File: src/rtl/eeprom_i2c_slave.sv
module eeprom_i2c_slave #(
  parameter int MEM_AW      = 7,
  parameter int ROW_AW      = 3,
  parameter int PROG_CYCLES = 2500000
) (
  input  logic              clk,
  input  logic              rst_n,
  input  logic              bidir_en,
  input  logic              scl_in,
  input  logic              sda_in,
  input  logic              wr_en_lvl,
  output logic              sda_oe,
  output logic [MEM_AW-1:0] mem_addr,
  input  logic [7:0]        mem_rdata,
  output logic              mem_we,
  output logic [7:0]        mem_wdata
);
  localparam int ROW = 1 << ROW_AW;
  localparam int CNT_W = $clog2(PROG_CYCLES + 1);
  localparam logic [CNT_W-1:0] LAST = CNT_W'(PROG_CYCLES - 1);
  localparam logic [CNT_W-1:0] ROW_C = CNT_W'(ROW);
  localparam logic [3:0] DEV_ID = 4'b1010;

  typedef enum logic [2:0] {S_IDLE, S_DEV, S_ADDR, S_WR, S_RD, S_PROG} st_t;

  st_t               st;
  logic              scl_q, sda_q;
  logic [3:0]        bitn;
  logic [7:0]        sh;
  logic [MEM_AW-1:0] ptr;
  logic [7:0]        pg_buf [ROW];
  logic [ROW-1:0]    vld;
  logic [CNT_W-1:0]  pcnt;

  wire scl_hi   = scl_in & scl_q;
  wire start_ev = scl_hi & sda_q & ~sda_in;
  wire stop_ev  = scl_hi & ~sda_q & sda_in;
  wire rise     = scl_in & ~scl_q;
  wire fall     = ~scl_in & scl_q;
  wire [ROW_AW-1:0] slot = ptr[ROW_AW-1:0];
  wire [ROW_AW-1:0] pidx = pcnt[ROW_AW-1:0];

  assign mem_addr  = (st == S_PROG) ? {ptr[MEM_AW-1:ROW_AW], pidx} : ptr;
  assign mem_we    = (st == S_PROG) && (pcnt < ROW_C) && vld[pidx];
  assign mem_wdata = pg_buf[pidx];

  always_ff @(posedge clk or negedge rst_n) begin
    if (!rst_n) begin
      st <= S_IDLE;
      scl_q <= 1'b1;
      sda_q <= 1'b1;
      bitn <= '0;
      sh <= '0;
      ptr <= '0;
      vld <= '0;
      pcnt <= '0;
      sda_oe <= 1'b0;
      for (int i = 0; i < ROW; i++) pg_buf[i] <= '0;
    end else begin
      scl_q <= scl_in;
      sda_q <= sda_in;
      if (!bidir_en) begin
        st <= S_IDLE;
        sda_oe <= 1'b0;
        vld <= '0;
        bitn <= '0;
      end else if (st == S_PROG) begin
        sda_oe <= 1'b0;
        pcnt <= pcnt + 1'b1;
        if (pcnt == LAST) begin
          st <= S_IDLE;
          vld <= '0;
        end
      end else if (start_ev) begin
        st <= S_DEV;
        bitn <= '0;
        sda_oe <= 1'b0;
        vld <= '0;
      end else if (stop_ev) begin
        sda_oe <= 1'b0;
        bitn <= '0;
        if (st == S_WR && bitn <= 4'd1 && |vld && wr_en_lvl) begin
          st <= S_PROG;
          pcnt <= '0;
        end else begin
          st <= S_IDLE;
          vld <= '0;
        end
      end else if (st != S_IDLE) begin
        if (rise) begin
          if (bitn < 4'd8) begin
            if (st != S_RD) sh <= {sh[6:0], sda_in};
            bitn <= bitn + 1'b1;
          end else if (bitn == 4'd8 && st == S_RD) begin
            ptr <= ptr + 1'b1;
            if (sda_in) begin
              st <= S_IDLE;
              bitn <= '0;
            end else begin
              bitn <= 4'd9;
            end
          end
        end else if (fall) begin
          if (bitn == 4'd8 && st != S_RD) begin
            bitn <= 4'd9;
            case (st)
              S_DEV:
                if (sh[7:4] == DEV_ID) begin
                  sda_oe <= 1'b1;
                  st <= sh[0] ? S_RD : S_ADDR;
                end else begin
                  st <= S_IDLE;
                  bitn <= '0;
                end
              S_ADDR: begin
                sda_oe <= 1'b1;
                ptr <= sh[MEM_AW-1:0];
                st <= S_WR;
              end
              S_WR: begin
                sda_oe <= 1'b1;
                pg_buf[slot] <= sh;
                vld[slot] <= 1'b1;
                ptr[ROW_AW-1:0] <= slot + 1'b1;
              end
              default: ;
            endcase
          end else if (bitn == 4'd8) begin
            sda_oe <= 1'b0;
          end else if (bitn == 4'd9) begin
            bitn <= '0;
            if (st == S_RD) begin
              sh <= mem_rdata;
              sda_oe <= ~mem_rdata[7];
            end else begin
              sda_oe <= 1'b0;
            end
          end else if (st == S_RD && bitn != 4'd0) begin
            sda_oe <= ~sh[3'd7 - bitn[2:0]];
          end
        end
      end
    end
  end

  a_r1_quiet_when_disabled: assert property (@(posedge clk) disable iff (!rst_n)
    !bidir_en |=> !sda_oe && !mem_we);

  a_r2_sda_moves_scl_low: assert property (@(posedge clk) disable iff (!rst_n || !bidir_en)
    !$stable(sda_oe) |-> !scl_in);

  a_r7_deaf_in_prog: assert property (@(posedge clk) disable iff (!rst_n)
    st == S_PROG |-> !sda_oe);

  a_r6_single_row: assert property (@(posedge clk) disable iff (!rst_n)
    mem_we && $past(mem_we) |-> mem_addr[MEM_AW-1:ROW_AW] == $past(mem_addr[MEM_AW-1:ROW_AW]));
endmodule

File: config.mk
export PLATFORM = sky130hd
export DESIGN_NAME = eeprom_i2c_slave
export DESIGN_NICKNAME = d
export VERILOG_FILES = /design/src/rtl/eeprom_i2c_slave.sv
export SDC_FILE = /design/constraint.sdc
export NUM_CORES = 1
export LEC_CHECK = 0
export BUFFER_PORTS_ARGS = -buffer_cell sky130_fd_sc_hd__buf_2
export CAP_MARGIN = 20
export CORE_MARGIN = 8
export CORE_UTILIZATION = 60
export CTS_CLUSTER_SIZE = 8
export DETAILED_ROUTE_END_ITERATION = 10
export PLACE_DENSITY = 0.87
export SYNTH_ARGS = -nofsm -noshare
export SYNTH_HDL_FRONTEND = slang
export SYNTH_SLANG_ARGS = --single-unit
File: constraint.sdc
create_clock -name clk -period 2.67 [get_ports clk]
set_input_delay 0.534 -clock clk [delete_from_list [all_inputs] [get_ports clk]]
set_output_delay 0.534 -clock clk [all_outputs]
set_load 0.005 [all_outputs]
After elaboration in Yosys (flattened, before gate mapping)
Cells that the tools add are included.
W data, S select, Z words.
- eq/ne operators: 39
- magnitude comparators: 10
- bitwise logic cells: 20
- reductions and logical operators: 31
- add/subtract/negate cells: 5
- mux-type cells: 88
- operators with widths (kind ; number):
    $mux W8 ; 22
    $mux W22 ; 4
    $bwmux W64 ; 1
    $mux W4 ; 16
    $mux W3 ; 16
    $mux W7 ; 5
    $ne A5 B1 Y1 const B ; 5
    $bmux W8 S3 ; 1
    $demux W8 S3 ; 1
    $add A22 B1 Y22 const B ; 1
    $eq A22 B22 Y1 const B ; 1
    $lt A22 B4 Y1 const B ; 1
    $reduce_and A10 Y1 ; 2
    $ne A6 B1 Y1 const B ; 3
    $mux W1 ; 16
    $reduce_bool A2 Y1 ; 7
    $eq A4 B4 Y1 const B ; 3
    $lt A3 B4 Y1 const B ; 3
    $ne A6 B4 Y1 const B ; 2
    $ne A6 B5 Y1 const B ; 2
    $pmux W3 S2 ; 2
    $reduce_and A12 Y1 ; 1
    $reduce_and A6 Y1 ; 2
    $logic_and A1 B1 Y1 ; 10
    other kinds (39) ; 66
- flip-flop bits (word level): 119

Depth between registers and ports, before layout
Gate-level depths: netlist of run 1.
- depth in word-level cells: 15
- mapped depth: 9
- depth with buffers taken out: 7

Worst setup path after synthesis of run 1
Ideal clock, no wire load.
- path kind: reg-to-reg
- from: register bitn[2]
- to: register pg_buf[40] (netlist bit)
- setup slack: 199 ps
- arrival: 2346 ps
- path buffers: 2
- setup time: 125 ps
- cell stages (with the launch flop): 8
- cell sequence: dfrtp_1 -> buf_6 -> or4b_1 -> buf_2 -> nor4b_4 -> nand3b_4 -> nor3b_4 -> mux2_2
- longest elaborated chain between the ends: 3
- ends and longest elaborated chain (what ; RTL line ; source):
    start, declared ; 28 ; logic [3:0] bitn;
    start signal, assigned ; 93 ; bitn <= bitn + 1'b1;
    $eq A4 B4 Y1 ; 104 ; if (bitn == 4'd8 && st != S_RD) begin
    $logic_and A1 B1 Y1 ; 104 ;
    $reduce_and A9 Y1 (no line) ; n/a ;
    end signal, assigned by index ; 122 ; pg_buf[slot] <= sh;
    end, declared ; 31 ; logic [7:0] pg_buf [ROW];
Every way passes these cells.
A chain may end at the register's enable or synchronous reset.

Final worst setup path of run 1
- from: register pcnt[0]
- to: output mem_wdata[2]
- longest elaborated chain between the ends: 4
- ends and longest elaborated chain (what ; RTL line ; source):
    start, declared ; 33 ; logic [CNT_W-1:0] pcnt;
    start signal, assigned ; 69 ; pcnt <= pcnt + 1'b1;
    $not A3 Y4 (not written as such) ; 45 ; assign mem_wdata = pg_buf[pidx];
    $bmux W8 S3 ; 45 ;
    $mux W8 (not written as such) (2 in series) ; 45 ;
    end, declared ; 16 ; output logic [7:0] mem_wdata
Every way passes these cells. The select of a mux whose other input is x is not followed.

==> results.md, run 1 <==
- Post-synthesis sequential area ratio: 45.1%
- DR vias: 5222
- Reg2Reg Depth: 5
- Skew-Pair Late Insertion Delay: 0.53 ns
- CTS Root Cell: clkbuf_8
- # setup viols final: 0
- Top FF cell, synth: dfrtp_1
- I/O pins: 31
- Total track usage: 24.2%
- Dpl hpwl: 10900 µm
- RR Startpoint: bitn[0]$_DFFE_PN0P_
- Critical R2R Capture: pg_buf[17]$_DFFE_PN0P_
- DIE HEIGHT: 121 µm
- Drt via density: 6.71
- Reg-to-reg slack, setup: 0.08 ns
- CTS Hold Bufs: 0
- Die Area: 0.0146 mm²
- CP required: 2.14 ns
- WHS: -0.00293 ns
- Placed Area: 0.00706 mm²
- CTS max path bufs: 2
- CTS Sinks: 119
- Crit Path Max Fanout: 11
- Largest net degree at the start of global routing: 45
- Max-cap viol count: 0
- # diodes: 0
- CP Cell Sequence: buf_12 -> mux4_2 -> mux2_4 -> buf_6
- Global-route wire length before repair: 27800 µm
- Clock skew: 0.00873 ns
- Hold Path Class: in -> async
- Die width: 121 µm
- Failing checks: negative hold slack
- CTS tree: yes
- Final hold violation count: 2
- WL final: 17000 µm
- Yosys warns: 0
- Max-slew violation count: 0
- IO Port Bufs: 30
- Routability Congestion: 0.967
- Synthesis-to-layout area growth: 16.9%
- Post-synthesis cell area: 0.00661 mm²
- DR iter-0 viols: 617
- Synth Register Bits: 119
- Core area: 0.0108 mm²
- Asr flop ratio synth: 100%
- Grt total ovfl: 0
- Clock slew at reported path FFs: 0.06 ns
- Slew @ Worst Pin: 0.604 ns
- Initial Util: 61.3%
- Nets: 648
- Crit path launch type: flop
- Wire per inst: 21.8 µm
- Total CTS buffers: 17
- Number of synthesized flops with an enable pin: 0
- Layout cell share with drive strength beyond 1: 35.0%
- Synth Area per Inst: 11.3 µm²
- Initial antenna violation count: 0
- LEAKAGE: 3.56 nW
- Max VDD drop: 0.826 mV
- Yosys cell types: 67
- CP max stage cell: mux4_2
- Vias in the first global route: 5224
- H-tree Lvls: 4
- Synth Instances: 583
- Fmax: 377 MHz
- Net Count, Synth: 606
- Post-layout min period: 2.66 ns
- Final instance area: 0.00773 mm²
- RSZ-0062 raised after global routing: true
- Setup tns final: 0 ns
- Power Density: 632 mW/mm²
- Share of the synthesized area in the top cell type: 44.3%
- DRC viols: 0
- Worst Path Arrival: 2.12 ns
- Post-route ant nets: 0
- Status: complete, but fails checks
- Router iterations before antenna repair: 5
- Kind of critical path: reg -> out
- Dominant cell type by area after synthesis: dfrtp_1
- Row cnt: 38
- Synth top area cells: dfrtp_1 44%, mux2_2 13%, mux4_2 6.8%
- CP peak stage delay: 0.57 ns
- Endpoint type of the worst setup path: output port
- Post-Place Setup Slack: 0.128 ns
- Final period util: 99.4%
- Fin worst setup slack: 0.0148 ns
- Max-slew headroom: 59.7%
## synthesized netlist by cell type, drive strengths merged, types with 9 or more instances
cell / number
buf: 10
o31ai: 18
nand2: 46
nand3: 17
dfrtp: 117
o21ai: 18
nand4: 16
inv: 14
clkbuf: 37
ha: 9
or4: 17
mux2i: 14
mux4: 20
nor4: 10
mux2: 77
nor3: 11
nor2: 19
a21oi: 20
## layout by cell type, fill, tap and decap left out, drive strengths merged, types with 4 or more instances in the layout
cell / count
dfrtp: 117
mux2: 77
buf: 70
nand2: 46
mux4: 20
a21oi: 20
nor2: 19
clkbuf: 19
o31ai: 18
o21ai: 18
inv: 18
nand3: 17
or4: 17
nand4: 16
mux2i: 14
nor3: 11
nor4: 10
ha: 9
and3: 7
a21o: 7
a221oi: 5
nand3b: 5
nor2b: 4
and4: 4
o311ai: 4
o211ai: 4
o2111ai: 4
## layer usage
metal	routed length [µm]	track usage [%]	share of wire (%)	vias up
met5	0	0	0	-
met4	239	7.88	1.4	0
li1	-	-	-	2312
met1	6760	30.2	40	2649
met3	1090	5.03	6.4	33
met2	8870	41.0	52	228
## sequential cells by signal (all words and copies together), names as in the netlist
register	count
sh	8
bitn	4
ptr	7
sda_q	1
sda_oe	1
pcnt	22
pg_buf	64
scl_q	1
st	3
vld	8
## metrics by stage
step                hold slack (ns)  instances  utilization (%)  power, mW
floorplan                     0.238        583                -       2.33
global placement              0.480        743             65.4       2.54
detailed placement            0.485        743             65.4       2.56
CTS                          0.0142        778             71.6       4.89
global route                 0.0435        778             71.6       5.04
finish                     -0.00293        778             71.6       4.89
## final cells by class
cell class	instances	area (µm²)
Sequential cell	119	2980
Multi-Input combinational cell	403	3410
Fill cell	670	3060
Clock buffer	19	432
Timing Repair Buffer	70	509
Clock inverter	13	170
Tap cell	140	175
Inverter	14	52.6
## what timing repair did
item                                    in CTS  in global routing
setup buffers                                2                  1
endpoints found under the setup margin       4                 23
gates cloned                                 1                  0
resized for setup                            3                  6
## cell families after synthesis
family                   Yosys count  share of synthesized area [%]
multiplexers                     111                           22.0
XOR/XNOR                           1                          0.132
flip-flops                       119                           45.1
buffers and inverters             61                           3.86
AND/OR/NAND/NOR                  176                           16.0
adder cells (fa/ha/maj)            9                           1.70
AO/OA/AOI/OAI                    106                           11.2
## how the worst max path moves through the flow
stage                                   start                endpoint  slack, ns  cells after the start
after global placement                 scl_in      ptr[4]$_DFFE_PN0P_       0.22                      8
after CTS                 pcnt[0]$_DFFE_PN0P_            mem_wdata[2]      0.002                      4
after floorplan           bitn[2]$_DFFE_PN0P_  pg_buf[40]$_DFFE_PN0P_       0.20                      7
after global routing      bitn[0]$_DFFE_PN0P_  pg_buf[23]$_DFFE_PN0P_      -0.03                      5
after detailed placement  bitn[1]$_DFFE_PN0P_    pcnt[19]$_DFFE_PN0P_       0.13                      8
final                     pcnt[0]$_DFFE_PN0P_            mem_wdata[2]       0.01                      4
## critical path: cells and delay by family, from the launching register on
kind | cells | cell delay, ns
multiplexers | 2 | 0.87
buffers and inverters | 2 | 0.30
flip-flops | 1 | 0.42
## power breakdown
group / internal, mW / switching, mW / leakage [nW]
Combinational: 0.234 / 0.309 / 1.64
Clock: 1.46 / 0.868 / 0.286
Sequential: 1.86 / 0.157 / 1.64
Total: 3.55 / 1.33 / 3.56
No activity file was read; power rests on OpenSTA's default activity.
==> run 2: changes to the inputs <==
--- a/config.mk
+++ b/config.mk
@@ -8,10 +8,10 @@
 export BUFFER_PORTS_ARGS = -buffer_cell sky130_fd_sc_hd__buf_2
 export CAP_MARGIN = 20
 export CORE_MARGIN = 8
-export CORE_UTILIZATION = 60
+export CORE_UTILIZATION = 30
 export CTS_CLUSTER_SIZE = 8
 export DETAILED_ROUTE_END_ITERATION = 10
-export PLACE_DENSITY = 0.87
+export PLACE_DENSITY = 0.54
 export SYNTH_ARGS = -nofsm -noshare
 export SYNTH_HDL_FRONTEND = slang
 export SYNTH_SLANG_ARGS = --single-unit
==> constraint.sdc (replaced) <==
create_clock -name clk -period 2.54 [get_ports clk]
set_input_delay 0.508 -clock clk [delete_from_list [all_inputs] [get_ports clk]]
set_output_delay 0.508 -clock clk [all_outputs]
set_load 0.005 [all_outputs]
==> run 2 against run 1 <==
Compared with the run above: the run now ends clean; design area increased by 2.8%; utilization decreased by 35 points; via count decreased by 3.7%; first-iteration DRC count decreased by 59%; wire length increased by 0.64%; sequential cell count unchanged; cell count increased by 19%; non-clock buffer count increased by 10; worst hold slack improved by 0.14 ns; combinational power increased by 22%; worst setup slack improved by 0.034 ns; critical endpoint is now pg_buf[38]$_DFFE_PN0P_; largest cell class unchanged.
==> results.md, run 2 (synthesis results as in run 1) <==
- I/O pins: 31 (unchanged)
- Crit path launch type: flop
- Cell total after placement: 896 (+21%)
- Die Area: 0.0271 mm² (+85%)
- # diodes: 0 (unchanged)
- Die width: 164 µm (+36%)
- CTS max path bufs: 2 (unchanged)
- Clock skew: 0.0146 ns (+0.00587 ns)
- IO Port Bufs: 30 (unchanged)
- Worst Path Arrival: 2.79 ns (+0.67 ns)
- Total CTS buffers: 17 (unchanged)
- Router iterations before antenna repair: 4 (-1)
- CP peak stage delay: 0.60 ns (+0.03 ns)
- Max-slew violation count: 0 (unchanged)
- CP Cell Sequence: or4b_1 -> nor4b_4 -> and3_1 -> nand3b_2 -> mux2_2
- Vias in the first global route: 5187 (-0.71%)
- Post-route ant nets: 0 (unchanged)
- CTS tree: yes
- Row cnt: 54 (+42%)
- H-tree Lvls: 4 (unchanged)
- CTS Sinks: 119 (unchanged)
- Dpl hpwl: 11700 µm (+7.5%)
- WHS: 0.135 ns (+0.138 ns)
- Post-layout min period: 2.49 ns
- Most common cell after layout, fill and taps aside: dfrtp_1
- Drt via density: 5.43 (-19%)
- # setup viols final: 0 (unchanged)
- Hold Path Class: in -> async
- Clock slew at reported path FFs: 0.06 ns (about the same)
- Routability Congestion: 0.879 (-9.1%)
- DRC viols: 0 (unchanged)
- Top flop regs: pg_buf: 64 flops, pcnt: 22 flops
- CTS Root Cell: clkbuf_16
- RSZ-0062 raised after global routing: true
- Status: finished, final reports clean
- Nets: 658 (+1.5%)
- M1 GR Usage: 16.9% (-13 points)
- DIE HEIGHT: 164 µm (+36%)
- Largest net degree at the start of global routing: 49 (+8.9%)
- Routing usage on met2: 21.8% (-19 points)
- WL final: 17100 µm (+0.64%)
- DR iter-0 viols: 255 (-59%)
- Fmax: 401 MHz
- Met3 global-route usage: 2.72% (-2.3 points)
- DR vias: 5029 (-3.7%)
- Power Density: 640 mW/mm² (+1.2%)
- Crit Path Max Fanout: 9 (-2)
- Layout cell share with drive strength beyond 1: 35.7% (+0.75 points)
- Endpoint type of the worst setup path: flop
- Synthesis-to-layout area growth: 20.2%
- Max-slew headroom: 54.7% (-5.0 points)
- Global-route wire length before repair: 28100 µm (+1.1%)
- Total Power: 5.09 mW (+4.1%)
- Wire per inst: 18.4 µm (-16%)
- Busiest grt layer: met2
- Commonest cells after routing, fill and taps aside: 116 x dfrtp_1, 77 x mux2_2, 45 x nand2_1, 45 x buf_4, 29 x buf_2
- Max VDD drop: 0.435 mV (-47%)
- Initial Util: 30.4% (-31 points)
- Grt total ovfl: 0 (unchanged)
- Kind of critical path: reg -> reg
- LEAKAGE: 3.59 nW (+0.92%)
- Total track usage: 13.2% (-11 points)
- Final hold violation count: 0 (-2)
- Max FFs per register: 64 (unchanged)
- Final period util: 98.1%
- Slew @ Worst Pin: 0.680 ns (+0.0755 ns)
- Max-cap viol count: 0 (unchanged)
- Initial antenna violation count: 0 (unchanged)
- Skew-Pair Late Insertion Delay: 0.41 ns (-0.12 ns)
- Post-Layout Cell Count: 927 (+19%)
- CP max stage cell: or4b_1
- Core area: 0.0218 mm² (+100%)
- Largest reg by FF count: pg_buf
- CP required: 2.84 ns (+0.70 ns)
[run 2: changes by cell type in the layout (fill, tap and decap cells not counted), sizes merged]
cell,before,now
buf,70,80
bufinv,3,2
clkbuf,19,20
clkinv,3,5
clkinvlp,3,2
inv,18,16
[run 2: timing repair]
action                                  in CTS  in global routing
hold buffers                                 0                  0
endpoints found under the setup margin       6                 33
gates resized for setup                      1                 10
setup buffers                                0                  0
endpoints found under the hold margin        0                  0
[run 2: final timing paths]
path	from	endpoint	slack, ns	depth (start not counted)
hold / removal	rst_n	sda_oe$_DFFE_PN0P_	0.13	1
setup reg to reg	bitn[0]$_DFFE_PN0P_	pg_buf[38]$_DFFE_PN0P_	0.05	5
max in group asynchronous	rst_n	pcnt[0]$_DFFE_PN0P_	1.63	2
setup / recovery	bitn[0]$_DFFE_PN0P_	pg_buf[38]$_DFFE_PN0P_	0.05	5
hold reg to reg	pg_buf[6]$_DFFE_PN0P_	pg_buf[6]$_DFFE_PN0P_	0.50	1
min in group clk	scl_in	scl_q$_DFF_PN1_	0.24	1
[run 2: critical path: cells and delay by family (launching register included)]
family,cells,cell delay (ns)
simple gates,4,1.62
mux,1,0.38
flops,1,0.37
[run 2: report_power, final]
part           internal, mW  leakage (nW)  total [mW]  switching (mW)
clock                  1.47         0.277        2.36           0.889
combinational         0.273          1.68       0.661           0.388
sequential             1.96          1.64        2.07           0.112
total                  3.70          3.59        5.09            1.39
[run 2: final cells by class]
cell class	count	area [µm²]
fill	2184	13800
multi-input combinational	403	3390
sequential	119	2980
timing repair buffer	80	598
clock buffer	20	447
tap	280	350
clock inverter	11	125
inverter	14	52.6
[run 2: metal layers]
layer | up-vias | part of all wire [%]
li1 | 2333 | -
met3 | 18 | 3.6
met5 | - | 0
met4 | 0 | 1.5
met1 | 2581 | 46
met2 | 97 | 49
[run 2: stage by stage]
stage	utilization [%]	setup WS, ns	TNS (ns)	area (µm²)
finish	36.5	0.0487	0	7950
global route	36.5	-0.0536	-0.407	7950
CTS	36.4	0.00222	0	7920
detailed placement	33.8	0.0279	0	7350
global placement	33.8	0.0333	0	7350
floorplan	-	0.0689	0	6610
==> run 3: changes to the inputs <==
--- a/config.mk
+++ b/config.mk
@@ -11,6 +11,7 @@
 export CORE_UTILIZATION = 30
 export CTS_CLUSTER_SIZE = 8
 export DETAILED_ROUTE_END_ITERATION = 10
+export MAX_ROUTING_LAYER = met4
 export PLACE_DENSITY = 0.54
 export SYNTH_ARGS = -nofsm -noshare
 export SYNTH_HDL_FRONTEND = slang
==> run 3 against run 2 <==
Compared with the run above: global-route usage increased by 0.52 points; wire length rose by 0.50%; sequential share of layout area barely moved; fmax increased by 0.16%; sequential power barely moved; cell count shrank 0.11%; via count about the same; worst setup slack improved by 0.0040 ns.
==> results.md, run 3 (synthesis results as in run 1) <==
- Drt via density: 5.43 (about the same)
- RSZ-0062 raised after global routing: true
- Max-slew violation count: 0 (unchanged)
- Top flop regs: pg_buf: 64 flops, pcnt: 22 flops
- Setup Fix Bufs, Post-CTS: 0 (unchanged)
- Clock slew at reported path FFs: 0.06 ns (about the same)
- Clock skew: 0.00731 ns (-0.00729 ns)
- Total track usage: 13.7% (+0.52 points)
- Post-Place Setup Slack: 0.0262 ns (-0.00172 ns)
- Slew @ Worst Pin: 0.558 ns (-0.122 ns)
- Fmax: 402 MHz (+0.16%)
- Vias in the first global route: 5104 (-1.6%)
- Skew-Pair Late Insertion Delay: 0.42 ns (about the same)
- Most common cell after layout, fill and taps aside: dfrtp_1
- Max VDD drop: 0.490 mV (+13%)
- Family with the most delay on the worst path: simple AND/OR/NAND/NOR gates
- CP required: 2.85 ns (about the same)
- Endpoint type of the worst setup path: flop
- Grt total ovfl: 0 (unchanged)
- Core area: 0.0218 mm² (unchanged)
- Synthesis-to-layout area growth: 20.3% (about the same)
- # setup viols final: 0 (unchanged)
- WL final: 17200 µm (+0.50%)
- Total Power: 5.20 mW (+2.1%)
- Final hold violation count: 0 (unchanged)
- LEAKAGE: 3.60 nW (about the same)
- Global-route wire length before repair: 28100 µm (+0.15%)
- Die Area: 0.0271 mm² (unchanged)
- Commonest cells after routing, fill and taps aside: 116 x dfrtp_1, 76 x mux2_2, 45 x nand2_1
- Nets: 656 (-0.30%)
- Post-route ant nets: 0 (unchanged)
- Final period util: 97.9% (-0.16 points)
- CTS tree: yes
- CP max stage cell: or4b_1
- Max-cap viol count: 0 (unchanged)
- Initial antenna violation count: 0 (unchanged)
- Kind of critical path: reg -> reg
- Crit path launch type: flop
- Max FFs per register: 64 (unchanged)
- Routability Congestion: 0.883 (+0.43%)
- Worst Path Arrival: 2.80 ns (about the same)
- Layout cell share with drive strength beyond 1: 36.1% (+0.36 points)
- Router iterations before antenna repair: 5 (+1)
- CP peak stage delay: 0.62 ns (+0.02 ns)
- Status: finished, final reports clean
- Hold Path Class: in -> async
- Power Density: 653 mW/mm² (+2.0%)
- Largest reg by FF count: pg_buf
- H-tree Lvls: 4 (unchanged)
- Total CTS buffers: 17 (unchanged)
- CTS Sinks: 119 (unchanged)
- Dpl hpwl: 11900 µm (+1.7%)
- Fin worst setup slack: 0.0526 ns (+0.00396 ns)
- DRC viols: 0 (unchanged)
- CTS max path bufs: 2 (unchanged)
- DR iter-0 viols: 230 (-9.8%)
- Max-slew headroom: 62.8% (+8.1 points)
- DR vias: 5027 (-0.040%)
- CTS Root Cell: clkbuf_16
- Initial Util: 30.4% (unchanged)
- # diodes: 0 (unchanged)
- I/O pins: 31 (unchanged)
- DIE HEIGHT: 164 µm (unchanged)
- CP Cell Sequence: or4b_1 -> nor4b_4 -> and3_1 -> nand3b_2 -> mux2_2
- Wire per inst: 18.5 µm (+0.61%)
- CP bufs+invs: 0 (unchanged)
- Row cnt: 54 (unchanged)
- Post-layout min period: 2.49 ns (-0.00396 ns)
- Largest net degree at the start of global routing: 42 (-14%)
- CTS Hold Bufs: 0 (unchanged)
- IO Port Bufs: 30 (unchanged)
- Crit Path Max Fanout: 9 (unchanged)
- Die width: 164 µm (unchanged)
- PostCTS Resize Cnt: 5 (+4)
==> run 3: cell count changes in the layout (fill, tap and decap cells not counted), moves of 2 or more <==
cell / delta
clkinv_2: -3
inv_6: +6
clkinv_4: -2
inv_8: +3
clkbuf_1: -2
==> run 3: through the flow <==
stage / util [%] / hold slack, ns / TNS [ns] / std cells / area, µm²
after global placement: 33.6 / 0.483 / 0 / 894 / 7320
after detailed placement: 33.6 / 0.487 / 0 / 894 / 7320
after floorplan: - / 0.212 / 0 / 583 / 6610
after global routing: 36.6 / 0.113 / -0.949 / 926 / 7960
after CTS: 36.5 / 0.0922 / 0 / 926 / 7940
final: 36.6 / 0.0753 / 0 / 926 / 7960
==> run 3: power breakdown <==
part	internal, mW	switching (mW)	leakage, nW
clock network	1.49	0.994	0.292
registers	1.96	0.142	1.64
logic	0.261	0.356	1.67
total	3.70	1.49	3.60
==> run 3: area by class of cell <==
type	instances	area, µm²
fillers	2138	13800
multi-input cells	403	3400
flip-flops and latches	119	2980
repair buffers	78	567
clock buffers	17	425
well taps	280	350
clock inverters	15	179
inverters	14	52.6
==> run 3: final timing paths <==
| path | startpoint | endpoint | slack (ns) | cells after the start |
|---|---|---|---|---|
| worst max-delay path | bitn[0]$_DFFE_PN0P_ | pg_buf[37]$_DFFE_PN0P_ | 0.05 | 5 |
| worst min-delay path | rst_n | sda_oe$_DFFE_PN0P_ | 0.08 | 1 |
| worst max register to register | bitn[0]$_DFFE_PN0P_ | pg_buf[37]$_DFFE_PN0P_ | 0.05 | 5 |
| worst min register to register | vld[2]$_DFFE_PN0P_ | vld[2]$_DFFE_PN0P_ | 0.50 | 1 |
| max in group asynchronous | rst_n | pcnt[0]$_DFFE_PN0P_ | 1.74 | 2 |
| min in group clk | scl_in | scl_q$_DFF_PN1_ | 0.22 | 1 |
==> run 3: layer usage <==
| layer | GRT usage [%] | vias to the layer above | share of wire [%] | routed length [µm] |
|---|---|---|---|---|
| li1 | - | 2337 | - | - |
| met1 | 17.1 | 2551 | 46 | 7840 |
| met2 | 21.8 | 124 | 50 | 8520 |
| met3 | 3.24 | 15 | 3.5 | 602 |
| met4 | 3.97 | 0 | 1.1 | 188 |
| met5 | - | - | 0 | 0 |
==> run 3: worst register-to-register path: cells and delay by family (launching register included) <==
kind | cells | cell delay, ns
simple gates | 4 | 1.63
flops | 1 | 0.37
mux | 1 | 0.38
